--- src/rtl/rcs_pkg.sv ---
package rcs_pkg;
    typedef enum logic [1:0] {
        ST_POWER = 2'd0,
        ST_HOLD  = 2'd1,
        ST_RUN   = 2'd2,
        ST_EXT   = 2'd3
    } rcs_state_t;

    localparam int FLAG_W   = 8;
    localparam int PIN_BIT  = 0;
    localparam int PWR_BIT  = 1;
endpackage

--- src/rtl/rcs_sync.sv ---
module rcs_sync #(
    parameter int             WIDTH   = 3,
    parameter int             STAGES  = 2,
    parameter logic [WIDTH-1:0] RST_VAL = '0
) (
    input  logic             clk,
    input  logic             rst_n,
    input  logic [WIDTH-1:0] d,
    output logic [WIDTH-1:0] q
);
    logic [WIDTH-1:0] stage [STAGES];

    genvar g;
    generate
        for (g = 0; g < STAGES; g++) begin : g_stage
            if (g == 0) begin : g_first
                always_ff @(posedge clk or negedge rst_n) begin
                    if (!rst_n) stage[0] <= RST_VAL;
                    else        stage[0] <= d;
                end
            end else begin : g_next
                always_ff @(posedge clk or negedge rst_n) begin
                    if (!rst_n) stage[g] <= RST_VAL;
                    else        stage[g] <= stage[g-1];
                end
            end
        end
    endgenerate

    assign q = stage[STAGES-1];
endmodule

--- src/rtl/rcs_hold_timer.sv ---
module rcs_hold_timer #(
    parameter int HOLD_CYCLES = 5_000_000
) (
    input  logic clk,
    input  logic rst_n,
    input  logic run,
    output logic done
);
    localparam int CW = (HOLD_CYCLES < 2) ? 1 : $clog2(HOLD_CYCLES);
    localparam logic [CW-1:0] LAST = CW'(HOLD_CYCLES - 1);

    logic [CW-1:0] cnt;

    always_ff @(posedge clk or negedge rst_n) begin
        if (!rst_n)            cnt <= '0;
        else if (!run)         cnt <= '0;
        else if (cnt != LAST)  cnt <= cnt + 1'b1;
    end

    assign done = run && (cnt == LAST);

    // the count never runs past the hold length
    p_no_overflow_r2: assert property (@(posedge clk) disable iff (!rst_n)
        cnt <= LAST);
    // leaving run always restarts the count
    p_restart_r2: assert property (@(posedge clk) disable iff (!rst_n)
        !run |=> cnt == '0);
endmodule

--- src/rtl/rst_cause_seq.sv ---
module rst_cause_seq
    import rcs_pkg::*;
#(
    parameter int CLK_HZ      = 50_000_000,
    parameter int HOLD_CYCLES = CLK_HZ / 10,
    parameter int SYNC_STAGES = 2
) (
    input  logic              clk,
    input  logic              pu_clr_n,
    input  logic              supply_ok,
    input  logic              mon_en,
    input  logic              ext_rst_n,
    input  logic              rd_en,
    output logic [FLAG_W-1:0] rd_data,
    output logic              sys_rst_n
);
    localparam logic [FLAG_W-1:0] FLAGS_PWR = FLAG_W'(1) << PWR_BIT;
    localparam logic [FLAG_W-1:0] FLAGS_PIN = FLAG_W'(1) << PIN_BIT;

    logic [2:0] sync_q;
    logic       supply_s, mon_s, pin_s, pin_prev, pin_req, supply_lost;
    logic       hold_done, cause_pwr;
    logic [FLAG_W-1:0] flags;
    rcs_state_t state, state_nxt;

    rcs_sync #(.WIDTH(3), .STAGES(SYNC_STAGES), .RST_VAL(3'b110)) u_sync (
        .clk   (clk),
        .rst_n (pu_clr_n),
        .d     ({ext_rst_n, mon_en, supply_ok}),
        .q     (sync_q)
    );
    assign supply_s = sync_q[0];
    assign mon_s    = sync_q[1];
    assign pin_s    = sync_q[2];

    always_ff @(posedge clk or negedge pu_clr_n) begin
        if (!pu_clr_n) pin_prev <= 1'b1;
        else           pin_prev <= pin_s;
    end
    assign pin_req     = !pin_s && !pin_prev;
    assign supply_lost = mon_s && !supply_s;

    rcs_hold_timer #(.HOLD_CYCLES(HOLD_CYCLES)) u_timer (
        .clk   (clk),
        .rst_n (pu_clr_n),
        .run   (state == ST_HOLD),
        .done  (hold_done)
    );

    always_comb begin
        state_nxt = state;
        unique case (state)
            ST_POWER: if (!mon_s || supply_s) state_nxt = ST_HOLD;
            ST_HOLD:  if (supply_lost)        state_nxt = ST_POWER;
                      else if (hold_done)     state_nxt = ST_RUN;
            ST_RUN:   if (supply_lost)        state_nxt = ST_POWER;
                      else if (pin_req)       state_nxt = ST_EXT;
            ST_EXT:   if (supply_lost)        state_nxt = ST_POWER;
                      else if (pin_s)         state_nxt = ST_RUN;
        endcase
    end

    always_ff @(posedge clk or negedge pu_clr_n) begin
        if (!pu_clr_n) begin
            state     <= ST_POWER;
            cause_pwr <= 1'b1;
            flags     <= '0;
        end else begin
            state <= state_nxt;
            if (state_nxt == ST_POWER)                         cause_pwr <= 1'b1;
            else if (state_nxt == ST_EXT && state != ST_EXT)   cause_pwr <= 1'b0;
            if (state_nxt == ST_RUN && state != ST_RUN)
                flags <= cause_pwr ? FLAGS_PWR : FLAGS_PIN;
        end
    end

    always_ff @(posedge clk or negedge pu_clr_n) begin
        if (!pu_clr_n)  rd_data <= '0;
        else if (rd_en) rd_data <= flags;
    end

    always_comb begin
        sys_rst_n = (state == ST_RUN);
    end

    // an enabled supply loss in run pulls reset on the next edge
    p_drop_r3: assert property (@(posedge clk) disable iff (!pu_clr_n)
        (sys_rst_n && supply_lost) |=> !sys_rst_n);
    // a disabled monitor keeps run alive without a pin request
    p_masked_r4: assert property (@(posedge clk) disable iff (!pu_clr_n)
        (sys_rst_n && !mon_s && !pin_req) |=> sys_rst_n);
    // release only follows a completed hold or a pin release
    p_release_r2: assert property (@(posedge clk) disable iff (!pu_clr_n)
        $rose(sys_rst_n) |-> ($past(hold_done) || $past(state == ST_EXT)));
    // flags on release reflect the recorded cause
    p_flag_r7: assert property (@(posedge clk) disable iff (!pu_clr_n)
        $rose(sys_rst_n) |-> (flags == ($past(cause_pwr) ? FLAGS_PWR : FLAGS_PIN)));
    // flags stay put through run, read or not
    p_read_r8: assert property (@(posedge clk) disable iff (!pu_clr_n)
        (sys_rst_n && $past(sys_rst_n)) |-> $stable(flags));
endmodule

--- config.mk ---
export PLATFORM = sky130hd
export DESIGN_NAME = rst_cause_seq
export DESIGN_NICKNAME = d
export VERILOG_FILES = /design/src/rtl/rcs_pkg.sv /design/src/rtl/rcs_sync.sv /design/src/rtl/rcs_hold_timer.sv /design/src/rtl/rst_cause_seq.sv
export SDC_FILE = /design/constraint.sdc
export NUM_CORES = 1
export LEC_CHECK = 0
export ABC_AREA = 1
export BUFFER_PORTS_ARGS = -buffer_cell sky130_fd_sc_hd__buf_2
export CAP_MARGIN = 20
export CORE_ASPECT_RATIO = 1.1
export CORE_MARGIN = 1
export CORE_UTILIZATION = 40
export CTS_CLUSTER_DIAMETER = 120
export CTS_CLUSTER_SIZE = 40
export DETAILED_ROUTE_END_ITERATION = 8
export PLACE_DENSITY = 0.56
export SETUP_SLACK_MARGIN = 0.05
export SYNTH_ARGS = -nofsm -noshare
export SYNTH_HDL_FRONTEND = slang
export SYNTH_SLANG_ARGS = --single-unit
export TNS_END_PERCENT = 50
--- constraint.sdc ---
create_clock -name clk -period 1.7 [get_ports clk]
set_input_delay 0.085 -clock clk [delete_from_list [all_inputs] [get_ports clk]]
set_output_delay 0.085 -clock clk [all_outputs]
set_load 0.02 [all_outputs]
==> flow_summary.ini, run 1 <==
[outcome]
status = finished clean

[route]
drt-pass1-iter-count = 4
wire_per_inst_um = 11.4
via_per_inst = 4.84
drc_errors = 0
vias = 1428
ant_nets = 0
drt_wl_total_um = 3360
drt-initial-drc-count = 28

[grt]
grt_max_degree = 38
grt_pass1_wl_um = 6010
track_usage_pct = 16.3
grt_pass1_vias = 1360
gr-total-overflow = 0
antenna_found_initial = 0

[die]
fp-row-count = 25
die_area_um2 = 5040
core-area_um2 = 4440
die_h_um = 74.4
start_util_pct = 42.9
fp.dieW_um = 67.8
num_io_pins = 15

[worst_setup_path]
crit_path_end_kind = flip-flop
worstPathRequired_ns = 1.89
slowest_delay_ns = 0.42
path_delay_family = simple AND/OR/NAND/NOR gates
cp_max_fo = 4
critPathKind = reg -> reg
arrival_ns = 1.73
crit_top_cell = nand2_1
crit_buf_inv = 0
critPathLaunchType = flip-flop
path_cells = ha_4, nand3_4, nor2_4, nand4_1, a21oi_2, nand2_1, nand2_1, nand2_1
critPathSlowestCell = dfrtp_1

[pwr]
power_density_nw_per_um2 = 808
ir_worst_vdd_uv = 552
p_leak_nw = 1.05

[sta]
maxSlewViolCount = 0
clock_skew_ns = 0.00965
period_share_pct = 90.5
setup-violations-final = 0
setup_tns_ns = 0
hold_viol_final = 0
min_period_ns = 1.54
fmax_ghz = 0.650
rsz0062_at_grt = yes

[layout]
multiInputGateArea_um2 = 863
mostFrequentLayoutCells = nand2_1 (39), dfrtp_1 (31), inv_1 (20), nor2_1 (20), nand3_1 (14)
syn_to_final_growth_pct = 16.0
antenna_cells = 0
finalNetCount = 247
fillCellCount = 417
regArea_um2 = 933
final_common_cell = nand2_1
layout-drive-gt1-share_pct = 27.8
final_core_util_pct = 49.8

[synth]
synth_seq_area_share_pct = 49.0
avgSynthCellArea_um2 = 8.82
syn_inst = 216
synth-compound-area-share_pct = 10.4
synth_top_area_share_pct = 40.7
synth_simple_gate_area_share_pct = 29.1
yosys.area.top_type = dfrtp_1
synth_cell_types = 38
synth-xor-area-share_pct = 0.919
yosys_warnings = 0
synth_mux_area_share_pct = 1.18
ys_ff_latch = 37
syn_area_um2 = 1910
synth_top_family_by_area = simple AND/OR/NAND/NOR gates
synth.area.top_cells = dfrtp_1 (41%), dfstp_2 (8.3%), nand2_1 (7.7%)
synth-adder-area-share_pct = 0.657

[clocking]
clk_latency_ns = 0.29
numCtsBuffers = 5
clock_sinks = 37
h-tree-depth = 2
root_buffer = clkbuf_8
clk_pin_slew_ns = 0.08
clk_path_buf_depth = 2
tritoncts = yes

[job]
drv_cap = 0

[hold_path]
hold_path.class = in -> reg

[place]
globalplace.congestion = 0.804
io_buffers = 8
hpwl_um = 2430
-- Yosys cell counts --
master,number
inv_1,20
inv_2,5
clkinv_4,1
nor2_8,1
nor2_2,7
xor2_1,2
o21ai_0,6
a21oi_1,10
o21ai_1,7
a21boi_1,1
nor2_4,3
a21oi_2,2
and2_4,1
nor3_2,1
a21o_1,1
nand2_2,1
nand2_1,39
nand2_4,2
nor3_1,4
nor2_1,23
a211oi_1,1
a31oi_1,1
clkbuf_1,1
nand3_1,14
o211a_1,2
nand3_2,4
clkinv_1,2
buf_2,1
nand4_4,1
mux2_2,2
a21oi_4,1
ha_1,1
conb_1,1
dfrtp_1,31
nand4_1,3
dfstp_2,6
buf_4,6
and2_1,1
-- registers in the layout (all words and copies together) (netlist names) --
signal and cells:
cause_pwr 1, u_timer.cnt 23, u_sync.q 3, pin_prev 1
state 2, flags 2, rd_data 2, u_sync.stage 3
-- where the power goes --
group,switching (W),internal [W],leakage [nW],total (W)
clock,0.000309,0.000328,0.0512,0.000638
combinational,0.0000874,0.0000830,0.516,0.000170
sequential,0.0000514,0.000927,0.483,0.000979
-- timing repair --
item                                    in CTS  in global routing
endpoints found under the setup margin       0                  8
setup buffers                                0                  4
resized for setup                            0                  8
hold endpoints to repair                    34                  0
hold buffers                                 4                  0
-- path summary, 6_finish.rpt --
check / startpoint / endpoint / slack, ns / depth (start not counted)
min in group asynchronous: pu_clr_n / u_timer.cnt[4]$_DFFE_PN0N_ / 0.36 / 3
max: u_timer.cnt[0]$_DFFE_PN0N_ / flags[1]$_DFFE_PN0P_ / 0.16 / 8
min reg2reg: u_sync.stage[3]$_DFF_PN0_ / u_sync.q[0]$_DFF_PN0_ / 0.35 / 0
max in group asynchronous: pu_clr_n / u_sync.q[1]$_DFF_PN1_ / 0.97 / 3
min: rd_en / rd_data[0]$_DFFE_PN0P_ / 0.06 / 2
max reg2reg: u_timer.cnt[0]$_DFFE_PN0N_ / flags[1]$_DFFE_PN0P_ / 0.16 / 8
-- logic make-up (layout without fill, tap and decap cells) --
kind of cell,after synthesis,count (layout)
buf+inv,36,56
fa+ha+maj,1,1
mux,2,2
other cells,1,6
simple gates,105,105
xor+xnor,2,2
flops,37,37
compound gates,32,32
-- through the flow --
step / setup slack, ns / hold slack [ns] / std cells / power (W) / cell area, µm²
final: 0.162 / 0.0567 / 295 / 0.00179 / 2210
after global routing: 0.0295 / 0.0447 / 295 / 0.00188 / 2210
after CTS: 0.0685 / 0.0448 / 291 / 0.00177 / 2140
after floorplan: 0.261 / -0.211 / 221 / 0.00107 / 1920
after global placement: 0.132 / 0.169 / 279 / 0.00111 / 2010
after detailed placement: 0.0920 / 0.168 / 279 / 0.00112 / 2010
-- per-layer routing --
metal	share of wire, %	up-vias	GRT usage (%)
li1	-	738	-
met1	50	668	21.9
met2	46	15	24.1
met3	2.6	7	5.06
met4	1.9	0	6.94
met5	0	-	0
-- final cells by class --
cell class,instances,area share [%]
Sequential cell,37,42.2
Tap cell,54,3.06
Timing Repair Buffer,20,6.34
Clock buffer,6,3.74
Inverter,28,4.98
Multi-Input combinational cell,148,39.0
Clock inverter,2,0.623
-- worst register-to-register path, delay by kind of cell, from the launching register on --
family	cells	cell delay, ns
AO/OA/AOI/OAI	1	0.22
adder cells (fa/ha/maj)	1	0.18
flip-flops	1	0.42
AND/OR/NAND/NOR	6	0.62
(Power assumes the default switching activity.)
==> inputs of run 2 (changes only) <==
--- a/config.mk
+++ b/config.mk
@@ -14,7 +14,7 @@
 export CTS_CLUSTER_DIAMETER = 120
 export CTS_CLUSTER_SIZE = 40
 export DETAILED_ROUTE_END_ITERATION = 8
-export PLACE_DENSITY = 0.56
+export PLACE_DENSITY = 0.58
 export SETUP_SLACK_MARGIN = 0.05
 export SYNTH_ARGS = -nofsm -noshare
 export SYNTH_HDL_FRONTEND = slang
==> constraint.sdc (replaced) <==
create_clock -name clk -period 1.4 [get_ports clk]
set_input_delay 0.07 -clock clk [delete_from_list [all_inputs] [get_ports clk]]
set_output_delay 0.07 -clock clk [all_outputs]
set_load 0.02 [all_outputs]
==> run 2 against run 1 <==
  * Sequential share of layout area down 6.0 points
  * Wire length up 9.0%
  * Critical endpoint is now flags[0]$_DFFE_PN0P_
  * Die area unchanged
  * Critical path depth unchanged
  * Core utilization up 8.3 points
  * Count of clock-buffer cells in the layout down 1
  * First-iteration DRC count down 3.6%
  * The flow now finishes with violations (setup timing)
  * Clock skew down 0.0062 ns
  * Sequential power up 22%
  * Largest cell class is now multi-input combinational cells
  * Worst setup slack worse by 0.20 ns
  * Fmax up 6.6%
  * Sequential cell count unchanged
==> flow_summary.ini, run 2 (synthesis gave the netlist of run 1 again) <==
[outcome]
status = finished with violations
violations = setup timing

[route]
drt_wl_total_um = 3660
drc_errors = 0
ant_nets = 0
vias = 1485
drt-initial-drc-count = 27
via_per_inst = 4.60
drt-pass1-iter-count = 4
wire_per_inst_um = 11.3

[layout]
layout-drive-gt1-share_pct = 43.5
largest_reg_flops = 23
finalNetCount = 275
antenna_cells = 0
syn_to_final_growth_pct = 35.5
mostFrequentLayoutCells = nand2_1 (34), buf_4 (34), dfrtp_1 (30)
top_register = u_timer.cnt
stdcell_count = 323
final_core_util_pct = 58.1

[pwr]
pwr-share-comb_pct = 11.1
p_leak_nw = 1.23
ir_worst_vdd_uv = 781
netSwitchingPower_w = 0.000602
p_seq_share_pct = 45.7
power_density_nw_per_um2 = 1010
p_int_w = 0.00200
switching_share_pct = 23.2
clockPowerShare_pct = 43.3

[clocking]
root_buffer = clkbuf_8
clock_sinks = 37
tritoncts = yes
clk_latency_ns = 0.29
clk_path_buf_depth = 2
numCtsBuffers = 5
h-tree-depth = 2
clk_pin_slew_ns = 0.08

[hold_path]
hold_path.class = in -> reg
whs_endpoint = rd_data[1]$_DFFE_PN0P_
hp-start = rd_en
hold_depth = 2

[worst_setup_path]
ff2ff_setup_slack_ns = -0.04
cp.depth = 8
critPathSlowestCell = dfrtp_1
path_delay_family = simple AND/OR/NAND/NOR gates
crit_top_cell = nand2_1
worst-r2r-cell-count = 8
critPathKind = reg -> reg
crit_path_end_kind = flip-flop
slowest_delay_ns = 0.39
timing.rr.start = u_timer.cnt[20]$_DFFE_PN0N_
crit_buf_inv = 0
critPathLaunchType = flip-flop
cp_max_fo = 5
path_cells = nor2_1, nand2_1, nor2_2, nand4_4, a21oi_4, nand2_1, nand2_1, nand2_1
worstPathRequired_ns = 1.59
arrival_ns = 1.63
rr_endpoint = flags[0]$_DFFE_PN0P_

[sta]
clock_skew_ns = 0.00349
worst_slack_ns = -0.0428
hold_viol_final = 0
period_share_pct = 103
min_period_ns = 1.44
setup-violations-final = 10
rsz0062_at_grt = yes
maxSlewViolCount = 0
fmax_ghz = 0.693

[grt]
grt_pass1_vias = 1490
grt_pass1_wl_um = 6580
gr-total-overflow = 0
antenna_found_initial = 0
track_usage_pct = 17.7
grt_max_degree = 21

[place]
dp_slack_ns = -0.104
io_buffers = 8
hpwl_um = 2670
dp.cells = 306
globalplace.congestion = 0.806

[die]
start_util_pct = 42.9
die_h_um = 74.4
fp-row-count = 25
fp.dieW_um = 67.8
core-area_um2 = 4440
die_area_um2 = 5040
num_io_pins = 15

[job]
drv_cap = 0
==> run 2: power by group through the flow <==
| stage | Clock, W | Combinational [W] | Sequential [W] |
|---|---|---|---|
| 6_report | 0.00112 | 0.000288 | 0.00119 |
| 5_1_grt | 0.00119 | 0.000319 | 0.00119 |
| 4_1_cts | 0.00115 | 0.000270 | 0.00118 |
| 3_5_place_dp | 0 | 0.000214 | 0.00120 |
| 3_3_place_gp | 0 | 0.000212 | 0.00120 |
| 2_1_floorplan | 0 | 0.000127 | 0.00119 |
==> run 2: worst max path at each step <==
stage / start / end / slack, ns
2_1_floorplan: u_timer.cnt[0]$_DFFE_PN0N_ / u_timer.cnt[16]$_DFFE_PN0N_ / -0.02
5_1_grt: u_timer.cnt[1]$_DFFE_PN0N_ / u_timer.cnt[13]$_DFFE_PN0N_ / -0.15
3_5_place_dp: u_timer.cnt[0]$_DFFE_PN0N_ / flags[0]$_DFFE_PN0P_ / -0.10
3_3_place_gp: u_timer.cnt[0]$_DFFE_PN0N_ / flags[0]$_DFFE_PN0P_ / -0.05
4_1_cts: u_timer.cnt[1]$_DFFE_PN0N_ / flags[0]$_DFFE_PN0P_ / -0.05
6_report: u_timer.cnt[20]$_DFFE_PN0N_ / flags[0]$_DFFE_PN0P_ / -0.04
==> run 2: layout make-up <==
class,instances,area (µm²)
fillers,423,1860
multi-input cells,148,965
flip-flops and latches,37,935
repair buffers,48,367
inverters,28,110
clock buffers,5,68.8
clock inverters,3,68.8
well taps,54,67.6
==> run 2: per-stage QoR <==
step	power, W	area [µm²]	hold WS (ns)	setup TNS [ns]
floorplan	0.00132	1930	-0.226	-0.0202
global placement	0.00141	2230	0.0431	-0.348
detailed placement	0.00141	2230	0.0513	-0.670
CTS	0.00261	2500	0.0349	-0.369
global route	0.00270	2580	0.0388	-1.89
finish	0.00260	2580	0.0410	-0.158
==> run 2: routing by layer <==
layer  track usage, %  wire length (µm)  up-vias
met5                0                 0        -
met4             6.94                65        0
met3             4.14                80        6
met2             27.7              1700       14
met1             23.6              1810      674
li1                 -                 -      791
==> run 2: timing repair <==
item                                   4_1_cts  5_1_grt
pin swaps                                   11        4
endpoints found under the hold margin       20        0
hold buffers                                 4        0
setup endpoints to repair                   19       24
setup buffers                                3        2
resized for setup                           18       18
